===== src/rtl/mon_pkg.sv =====
package mon_pkg;
  typedef enum logic [7:0] {
    SEL_CTRL = 8'h00,
    SEL_LO   = 8'h01,
    SEL_HI   = 8'h02
  } reg_sel_e;

  localparam int ARM_BIT = 0;
endpackage


===== src/rtl/mon_cfg_regs.sv =====
module mon_cfg_regs #(
  parameter int ADDR_W = 32,
  parameter int DATA_W = 32,
  parameter int SEL_W  = 8
) (
  input  logic              clk,
  input  logic              rst,
  input  logic              cs,
  input  logic              we,
  input  logic [SEL_W-1:0]  sel,
  input  logic [DATA_W-1:0] wdata,
  output logic [DATA_W-1:0] rdata,
  output logic              armed,
  output logic [ADDR_W-1:0] lo,
  output logic [ADDR_W-1:0] hi
);
  import mon_pkg::*;

  logic wr_ctrl, wr_lo, wr_hi, rd;

  assign wr_ctrl = cs && we && (sel == SEL_W'(SEL_CTRL));
  assign wr_lo   = cs && we && (sel == SEL_W'(SEL_LO)) && !armed;
  assign wr_hi   = cs && we && (sel == SEL_W'(SEL_HI)) && !armed;
  assign rd      = cs && !we;

  always_ff @(posedge clk) begin
    if (rst) begin
      armed <= 1'b0;
      lo    <= '0;
      hi    <= '0;
    end else begin
      if (wr_ctrl && wdata[ARM_BIT]) armed <= 1'b1;
      if (wr_lo) lo <= wdata[ADDR_W-1:0];
      if (wr_hi) hi <= wdata[ADDR_W-1:0];
    end
  end

  always_ff @(posedge clk) begin
    if (rst || !rd) begin
      rdata <= '0;
    end else begin
      case (sel)
        SEL_W'(SEL_CTRL): rdata <= DATA_W'(armed);
        SEL_W'(SEL_LO):   rdata <= DATA_W'(lo);
        SEL_W'(SEL_HI):   rdata <= DATA_W'(hi);
        default:          rdata <= '0;
      endcase
    end
  end
endmodule


===== src/rtl/mon_detect.sv =====
module mon_detect #(
  parameter int              ADDR_W   = 32,
  parameter logic [ADDR_W-1:0] RAM_BASE = 32'h4000_0000,
  parameter logic [ADDR_W-1:0] RAM_SPAN = 32'h4000_0000,
  parameter logic [ADDR_W-1:0] RAM_PHYS = 32'h0002_0000,
  parameter logic [ADDR_W-1:0] FW_BASE  = 32'hD000_0000,
  parameter logic [ADDR_W-1:0] FW_SIZE  = 32'h0000_0800
) (
  input  logic              valid,
  input  logic              instr,
  input  logic [ADDR_W-1:0] addr,
  input  logic              armed,
  input  logic [ADDR_W-1:0] lo,
  input  logic [ADDR_W-1:0] hi,
  output logic              viol
);
  localparam int NRULE = 3;
  localparam logic [ADDR_W:0] PHYS_END = {1'b0, RAM_BASE} + {1'b0, RAM_PHYS};
  localparam logic [ADDR_W:0] REG_END  = {1'b0, RAM_BASE} + {1'b0, RAM_SPAN};
  localparam logic [ADDR_W:0] FW_LO    = {1'b0, FW_BASE};
  localparam logic [ADDR_W:0] FW_END   = {1'b0, FW_BASE} + {1'b0, FW_SIZE};

  logic [ADDR_W:0]  ax;
  logic [NRULE-1:0] hit;

  assign ax = {1'b0, addr};

  for (genvar g = 0; g < NRULE; g++) begin : g_rule
    if (g == 0) begin : g_win
      assign hit[g] = armed && valid && instr && (addr >= lo) && (addr <= hi);
    end else if (g == 1) begin : g_fw
      assign hit[g] = valid && instr && (ax >= FW_LO) && (ax < FW_END);
    end else begin : g_ovf
      assign hit[g] = valid && (ax >= PHYS_END) && (ax < REG_END);
    end
  end

  assign viol = |hit;
endmodule


===== src/rtl/mon_trap_latch.sv =====
module mon_trap_latch (
  input  logic clk,
  input  logic rst,
  input  logic set,
  output logic trap_q,
  output logic trap_seen
);
  always_ff @(posedge clk) begin
    if (rst) begin
      trap_q    <= 1'b0;
      trap_seen <= 1'b0;
    end else begin
      if (set) trap_q <= 1'b1;
      trap_seen <= trap_q;
    end
  end
endmodule


===== src/rtl/fetch_monitor.sv =====
module fetch_monitor #(
  parameter int              ADDR_W   = 32,
  parameter int              DATA_W   = 32,
  parameter int              SEL_W    = 8,
  parameter logic [ADDR_W-1:0] RAM_BASE = 32'h4000_0000,
  parameter logic [ADDR_W-1:0] RAM_SPAN = 32'h4000_0000,
  parameter logic [ADDR_W-1:0] RAM_PHYS = 32'h0002_0000,
  parameter logic [ADDR_W-1:0] FW_BASE  = 32'hD000_0000,
  parameter logic [ADDR_W-1:0] FW_SIZE  = 32'h0000_0800
) (
  input  logic              clk,
  input  logic              rst,
  input  logic              cfg_cs,
  input  logic              cfg_we,
  input  logic [SEL_W-1:0]  cfg_addr,
  input  logic [DATA_W-1:0] cfg_wdata,
  output logic [DATA_W-1:0] cfg_rdata,
  input  logic              bus_valid,
  input  logic              bus_instr,
  input  logic [ADDR_W-1:0] bus_addr,
  input  logic [DATA_W-1:0] mem_rdata,
  output logic [DATA_W-1:0] cpu_rdata,
  output logic              trap_detected
);
  localparam logic [DATA_W-1:0] BAD_WORD = '0;

  logic              mon_en;
  logic [ADDR_W-1:0] win_lo, win_hi;
  logic              viol;
  logic              trap_q;

  mon_cfg_regs #(.ADDR_W(ADDR_W), .DATA_W(DATA_W), .SEL_W(SEL_W)) u_regs (
    .clk(clk), .rst(rst), .cs(cfg_cs), .we(cfg_we), .sel(cfg_addr),
    .wdata(cfg_wdata), .rdata(cfg_rdata), .armed(mon_en), .lo(win_lo), .hi(win_hi)
  );

  mon_detect #(
    .ADDR_W(ADDR_W), .RAM_BASE(RAM_BASE), .RAM_SPAN(RAM_SPAN), .RAM_PHYS(RAM_PHYS),
    .FW_BASE(FW_BASE), .FW_SIZE(FW_SIZE)
  ) u_det (
    .valid(bus_valid), .instr(bus_instr), .addr(bus_addr), .armed(mon_en),
    .lo(win_lo), .hi(win_hi), .viol(viol)
  );

  mon_trap_latch u_trap (
    .clk(clk), .rst(rst), .set(viol), .trap_q(trap_q), .trap_seen(trap_detected)
  );

  assign cpu_rdata = trap_q ? BAD_WORD : mem_rdata;
endmodule


===== config.mk =====
export PLATFORM = sky130hd
export DESIGN_NAME = fetch_monitor
export DESIGN_NICKNAME = d
export VERILOG_FILES = /design/src/rtl/mon_pkg.sv /design/src/rtl/mon_cfg_regs.sv /design/src/rtl/mon_detect.sv /design/src/rtl/mon_trap_latch.sv /design/src/rtl/fetch_monitor.sv
export SDC_FILE = /design/constraint.sdc
export NUM_CORES = 1
export LEC_CHECK = 0
export CORE_MARGIN = 2
export CORE_UTILIZATION = 43
export DETAILED_ROUTE_END_ITERATION = 10
export PLACE_DENSITY = 0.76
export SLEW_MARGIN = 20
export SYNTH_ARGS = -nofsm -noshare
export SYNTH_HDL_FRONTEND = slang
export SYNTH_HIERARCHICAL = 1
export SYNTH_SLANG_ARGS = --single-unit

===== constraint.sdc =====
create_clock -name clk -period 2.25 [get_ports clk]
set_clock_uncertainty 0.1 [all_clocks]
set_input_delay 0.45 -clock clk [delete_from_list [all_inputs] [get_ports clk]]
set_output_delay 0.45 -clock clk [all_outputs]
set_load 0.02 [all_outputs]

Yosys cells after proc, flatten, opt, wreduce, memory -nomap -nowiden
Index checks and enable logic that the tools add are counted.

Register bits: 99. Input port bits: 110. Word-level logic and storage cells: 39.

$lt $le $gt $ge: 6. Equal/unequal tests: 2. Mux-type cells: 2. Reductions and logical operators: 23.

Operator list (number): 32-bit case mux with 3 select lines (1); 32-bit < comparator (second input constant) (2); 32-bit by 31-bit greater-or-equal comparator with 1-bit output (second input constant) (1); 32-bit greater-or-equal comparator (1); 32-bit greater-or-equal comparator (second input constant) (1); 32-bit less-or-equal comparator (1); 32-bit two-way mux (1); 1-bit logical AND (17); 8-bit by 1-bit == test with 1-bit output (second input constant) (1); 8-bit by 2-bit == test with 1-bit output (second input constant) (1); 8-bit zero test (1); 1-bit zero test (3); 3-bit OR reduction (1); 1-bit logical OR (1).

Logic depth before layout (Yosys ltp)
Word-level depth: 5. Depth in mapped cells: 9. Gate-level depth less buffers: 9.

Hierarchy
Netlist, hierarchy kept.

By module, submodules not included: mon_cfg_regs (instances 1, cells each 364, area each 3871.2 µm²); mon_detect (instances 1, cells each 248, area each 1716.6 µm²); fetch_monitor (instances 1, cells each 35, area each 222.7 µm²); mon_trap_latch (instances 1, cells each 4, area each 56.3 µm²).

Least setup slack after synthesis
No wires, ideal clock.

Path type: input to register. Start: input bus_addr[17]. End: register u_trap.trap_q. Library setup time: 0.115 ns. Arrival time: 2.000 ns. Slack: 0.035 ns. Cell stages on the path: 8. Path through: ha_1 -> a21oi_2 -> o21ai_1 -> a221o_1 -> a2111o_1 -> a41oi_1 -> o31ai_1 -> o21ba_1.

Word-level cells in the longest chain between the ends: 4.

Ends and longest elaborated chain: start, declared (line fetch_monitor.sv:20) `input logic [ADDR_W-1:0] bus_addr,`; 32-bit greater-or-equal comparator, or another cell as far along (line mon_detect.sv:30) `assign hit[g] = armed && valid && instr && (addr >= lo) && (addr <= hi);`; 1-bit logical AND (on tied branches) (2 in a row) (line mon_detect.sv:30, mon_detect.sv:32, mon_detect.sv:34); 3-bit OR reduction * (line mon_detect.sv:38) `assign viol = |hit;`; named net viol (line fetch_monitor.sv:29) `logic viol;`; end signal, assigned (line mon_trap_latch.sv:10) `trap_q <= 1'b0;`; end signal, assigned (line mon_trap_latch.sv:13) `if (set) trap_q <= 1'b1;`; end, declared (line mon_trap_latch.sv:5) `output logic trap_q,`.

Mark *: on every way through the listed nets, which the timed path passes. The rest lies on a longest branch. A chain may end at the register's enable or synchronous reset.

Worst setup path in the final report
Start: input bus_addr[26]. End: register u_trap.trap_q.

The elaborated chain is that of the path after synthesis.

==> impl_results.md <==
* Status: finished with violations
* Failing checks: setup timing
* Synth cell types at 46
* Reg clk slew, reported paths at 0.07 ns
* Fin. Hold Viols at 0
* CP cell instances: clkdlybuf4s50_1 > ha_1 > buf_4 > nand2_1 > o21ai_0 > nand2b_1 > and3_1 > a211oi_2 > o31ai_2 > o21ba_1
* Synth cell count leaders: 99 x dfxtp_1, 99 x nand2b_1, 65 x mux2i_1, 64 x ha_1, 63 x inv_1
* Worst r2r dst: u_trap/trap_q
* Slew HR at between 60% and 70%
* Placed instance area at just over 0.008 mm^2
* Worst reg2reg setup slack at -0.01 ns
* Total GRT Usage at around 24%
* H-tree Lvls at 3
* Cell row count at between 40 and 50
* Post-synth EDFFs at 0
* Worst Hold End: u_regs/hi[22]
* F_max at 427 MHz
* Minimum clock period at between 2 and 2.5 ns
* Post-Synth Simple-Gate Area at 23.7%
* Hold Crit Class: flop to flop
* Pin count of the biggest net entering global routing at 100
* Pins Over Slew Limit at 0
* Pre-CTS WS at -0.683 ns
* Critical Path Source Type: input port
* CP max stage delay at about 0.45 ns
* Via count at 5531
* Syn Nets at just over 800
* RSZ-0062 raised after global routing: true
* Critical Path Fanout Max at 2
* Worst Hold Path Cells at 2
* Max IR drop VDD at 317 uV
* Initial antenna violation count at 2
* HP Start: u_regs/hi[22]
* First-pass GRT wire length at about 28 mm
* Area delta synth->final at 49.3%
* Core area at roughly 0.013 mm^2
* Post-Layout Inst Area at between 0.008 and 0.009 mm^2
* Post-Synth Adder-Cell Area at 13.6%
* Critical Path End Type: flop
* Post-synthesis register bit count at between 90 and 100
* Worst EP required at roughly 2.4 ns
* Final setup vio count at 1
* Hold buffer count at cts at 0
* Setup WS post-layout at -0.0929 ns
* Die Height at between 100 and 150 um
* Worst r2r src: u_regs/lo[17]
* Xor and xnor area share after synthesis at 0%
* Syn avg cell area at roughly 9.0 um^2
* Synth Area in Compound Gates at 9.90%
* Clk buf depth at 2
* CP arrival at roughly 2.5 ns
* Placed wire-length estimate at between 10 and 15 mm
* Clk Latency, worst-skew pair at ~0.34 ns
* # nets final at between 1000 and 1500
* Largest delay share family, worst path: compound AO/OA/AOI/OAI gates
* Detailed-route DRC error count at 0
* Main combinational cell family by area after synthesis: simple AND/OR/NAND/NOR gates
* Post-Syn Area at 0.00587 mm^2
* Global route total overflow at 0
* Leak Pwr at about 3.5 nW
* DRT Pass-1 Iters at 4
* Mux cell area share after synthesis at between 10 and 15%
* Initial core utilization at approximately 44%
* CTS tree: done
* Die area at 0.0146 mm^2
* Synthesis Warnings at 6
* Synth top area cells: dfxtp_1 34%, ha_1 14%, mux2i_1 11%
* Share of flip-flops with an asynchronous set or reset at 0%
* Max-cap viol count at 0
* Worst-Margin Slew at 0.466 ns
* Final GP Congestion at roughly 0.88
* Vias in the first global route at 5789
* Critical path depth at 10
* Critical path class: input port to flop
* Detail Route Antenna Nets at 0
* Critical path buffers and inverters at 2
* IO buf count at roughly 170
* Clk sink count at between 90 and 100
* Avg WL per Cell at roughly 17 um
* Post-synth top flop: dfxtp_1
* Reg2reg path depth at 9
* Fillers at 1074
* Top cell type's share of synthesized area at ~34%
* Cells after Synth at approximately 650
* Share of cells above drive strength 1 at approximately 15%
* Die width at about 120 um
* Sequential area share after synthesis at around 34%
* Final core occ at around 66%
* Synth area leader: dfxtp_1
* Pwr dens at between 400 and 500 mW/mm^2
* Num ports at roughly 180
* Vias per cell at 5.20
* CTS Root Cell: clkbuf_16
* Setup_tns at -0.0929 ns
* Initial drt markers at between 200 and 250
* WL final at ~18 mm
* Slowest-stage cell, CP: clkdlybuf4s50_1
* Final period util at 104%
* CTS Buf Count at 9
[kinds of logic after synthesis]
family                     count (synthesis)
and+or+nand+nor                          243
DFF                                       99
buffers and inverters                     95
AOI/OAI and AO/OA                         85
muxes                                     65
adders and majority gates                 64
[report_power, final]
part	internal, mW	switching (mW)	total (mW)
sequential	1.75	0.00142	1.76
combinational	0.419	0.330	0.748
clock	0.886	0.647	1.53
total	3.06	0.978	4.04
[worst max path at each step]
stage                       start             to  slack [ns]
floorplan            bus_addr[17]  u_trap/trap_q        0.03
global placement     bus_addr[17]  u_trap/trap_q       -0.56
detailed placement   bus_addr[14]  u_trap/trap_q       -0.68
CTS                  bus_addr[21]  u_trap/trap_q      -0.004
global route        u_regs/lo[19]  u_trap/trap_q       -0.11
finish               bus_addr[26]  u_trap/trap_q       -0.09
[layout make-up]
cell class	count	area (um^2)	area share, %
antenna	2	5.00	0.0571
clock buffer	11	243	2.77
clock inverter	4	51.3	0.586
inverter	63	236	2.70
multi-input combinational	457	3640	41.6
sequential	99	1990	22.7
tap	176	220	2.51
timing repair buffer	251	2370	27.0
[cells in the final DEF (no fill, tap or decap), drive strengths merged, types with 3 or more instances in the layout]
cell / netlist / layout
clkdlybuf4s50: 0 / 141
nand2b: 99 / 99
dfxtp: 99 / 99
buf: 11 / 78
mux2i: 65 / 65
ha: 64 / 64
inv: 63 / 63
nor2: 48 / 48
nor2b: 36 / 36
a22oi: 31 / 31
a21oi: 22 / 22
dlygate4sd2: 0 / 18
nand2: 16 / 16
clkbuf: 21 / 13
nand4: 11 / 11
nor4: 11 / 11
o21ai: 10 / 10
dlymetal6s2s: 0 / 9
nand3: 9 / 9
a211oi: 5 / 5
clkdlybuf4s15: 0 / 3
[worst reg2reg max path: cells and delay by family, from the launching register on]
kind                       cells  cell delay (ns)
AOI/OAI and AO/OA              7             1.44
DFF                            1             0.34
adders and majority gates      1             0.24
buffers and inverters          1             0.05
[per-stage QoR]
step	hold slack (ns)	power [mW]	instances
floorplan	0.361	2.09	651
global placement	0.377	2.50	1039
detailed placement	0.378	2.52	1039
CTS	0.393	4.05	1060
global route	0.416	4.19	1063
finish	0.393	4.04	1063
[flip-flops by register name, indices dropped and copies added, names as in the netlist]
| name | count |
|---|---|
| u_regs/lo | 32 |
| u_regs/hi | 32 |
| u_regs/armed | 1 |
| u_regs/rdata | 32 |
| u_trap/trap_q | 1 |
| u_trap/trap_seen | 1 |
[timing repair]
action,4_1_cts,5_1_grt
buffers inserted,6,1
gates resized for setup,54,23
gates cloned,0,0
pin swaps,24,16
endpoints found under the setup margin,2,6
[metal layers]
metal / track usage [%] / share of wire (%) / up-vias
li1: - / - / 2681
met4: 11.2 / 3.0 / 0
met3: 4.67 / 6.8 / 42
met2: 44.7 / 52 / 211
met1: 26.8 / 39 / 2597
met5: 0 / 0 / -
Power figures use the tool's default switching activity.
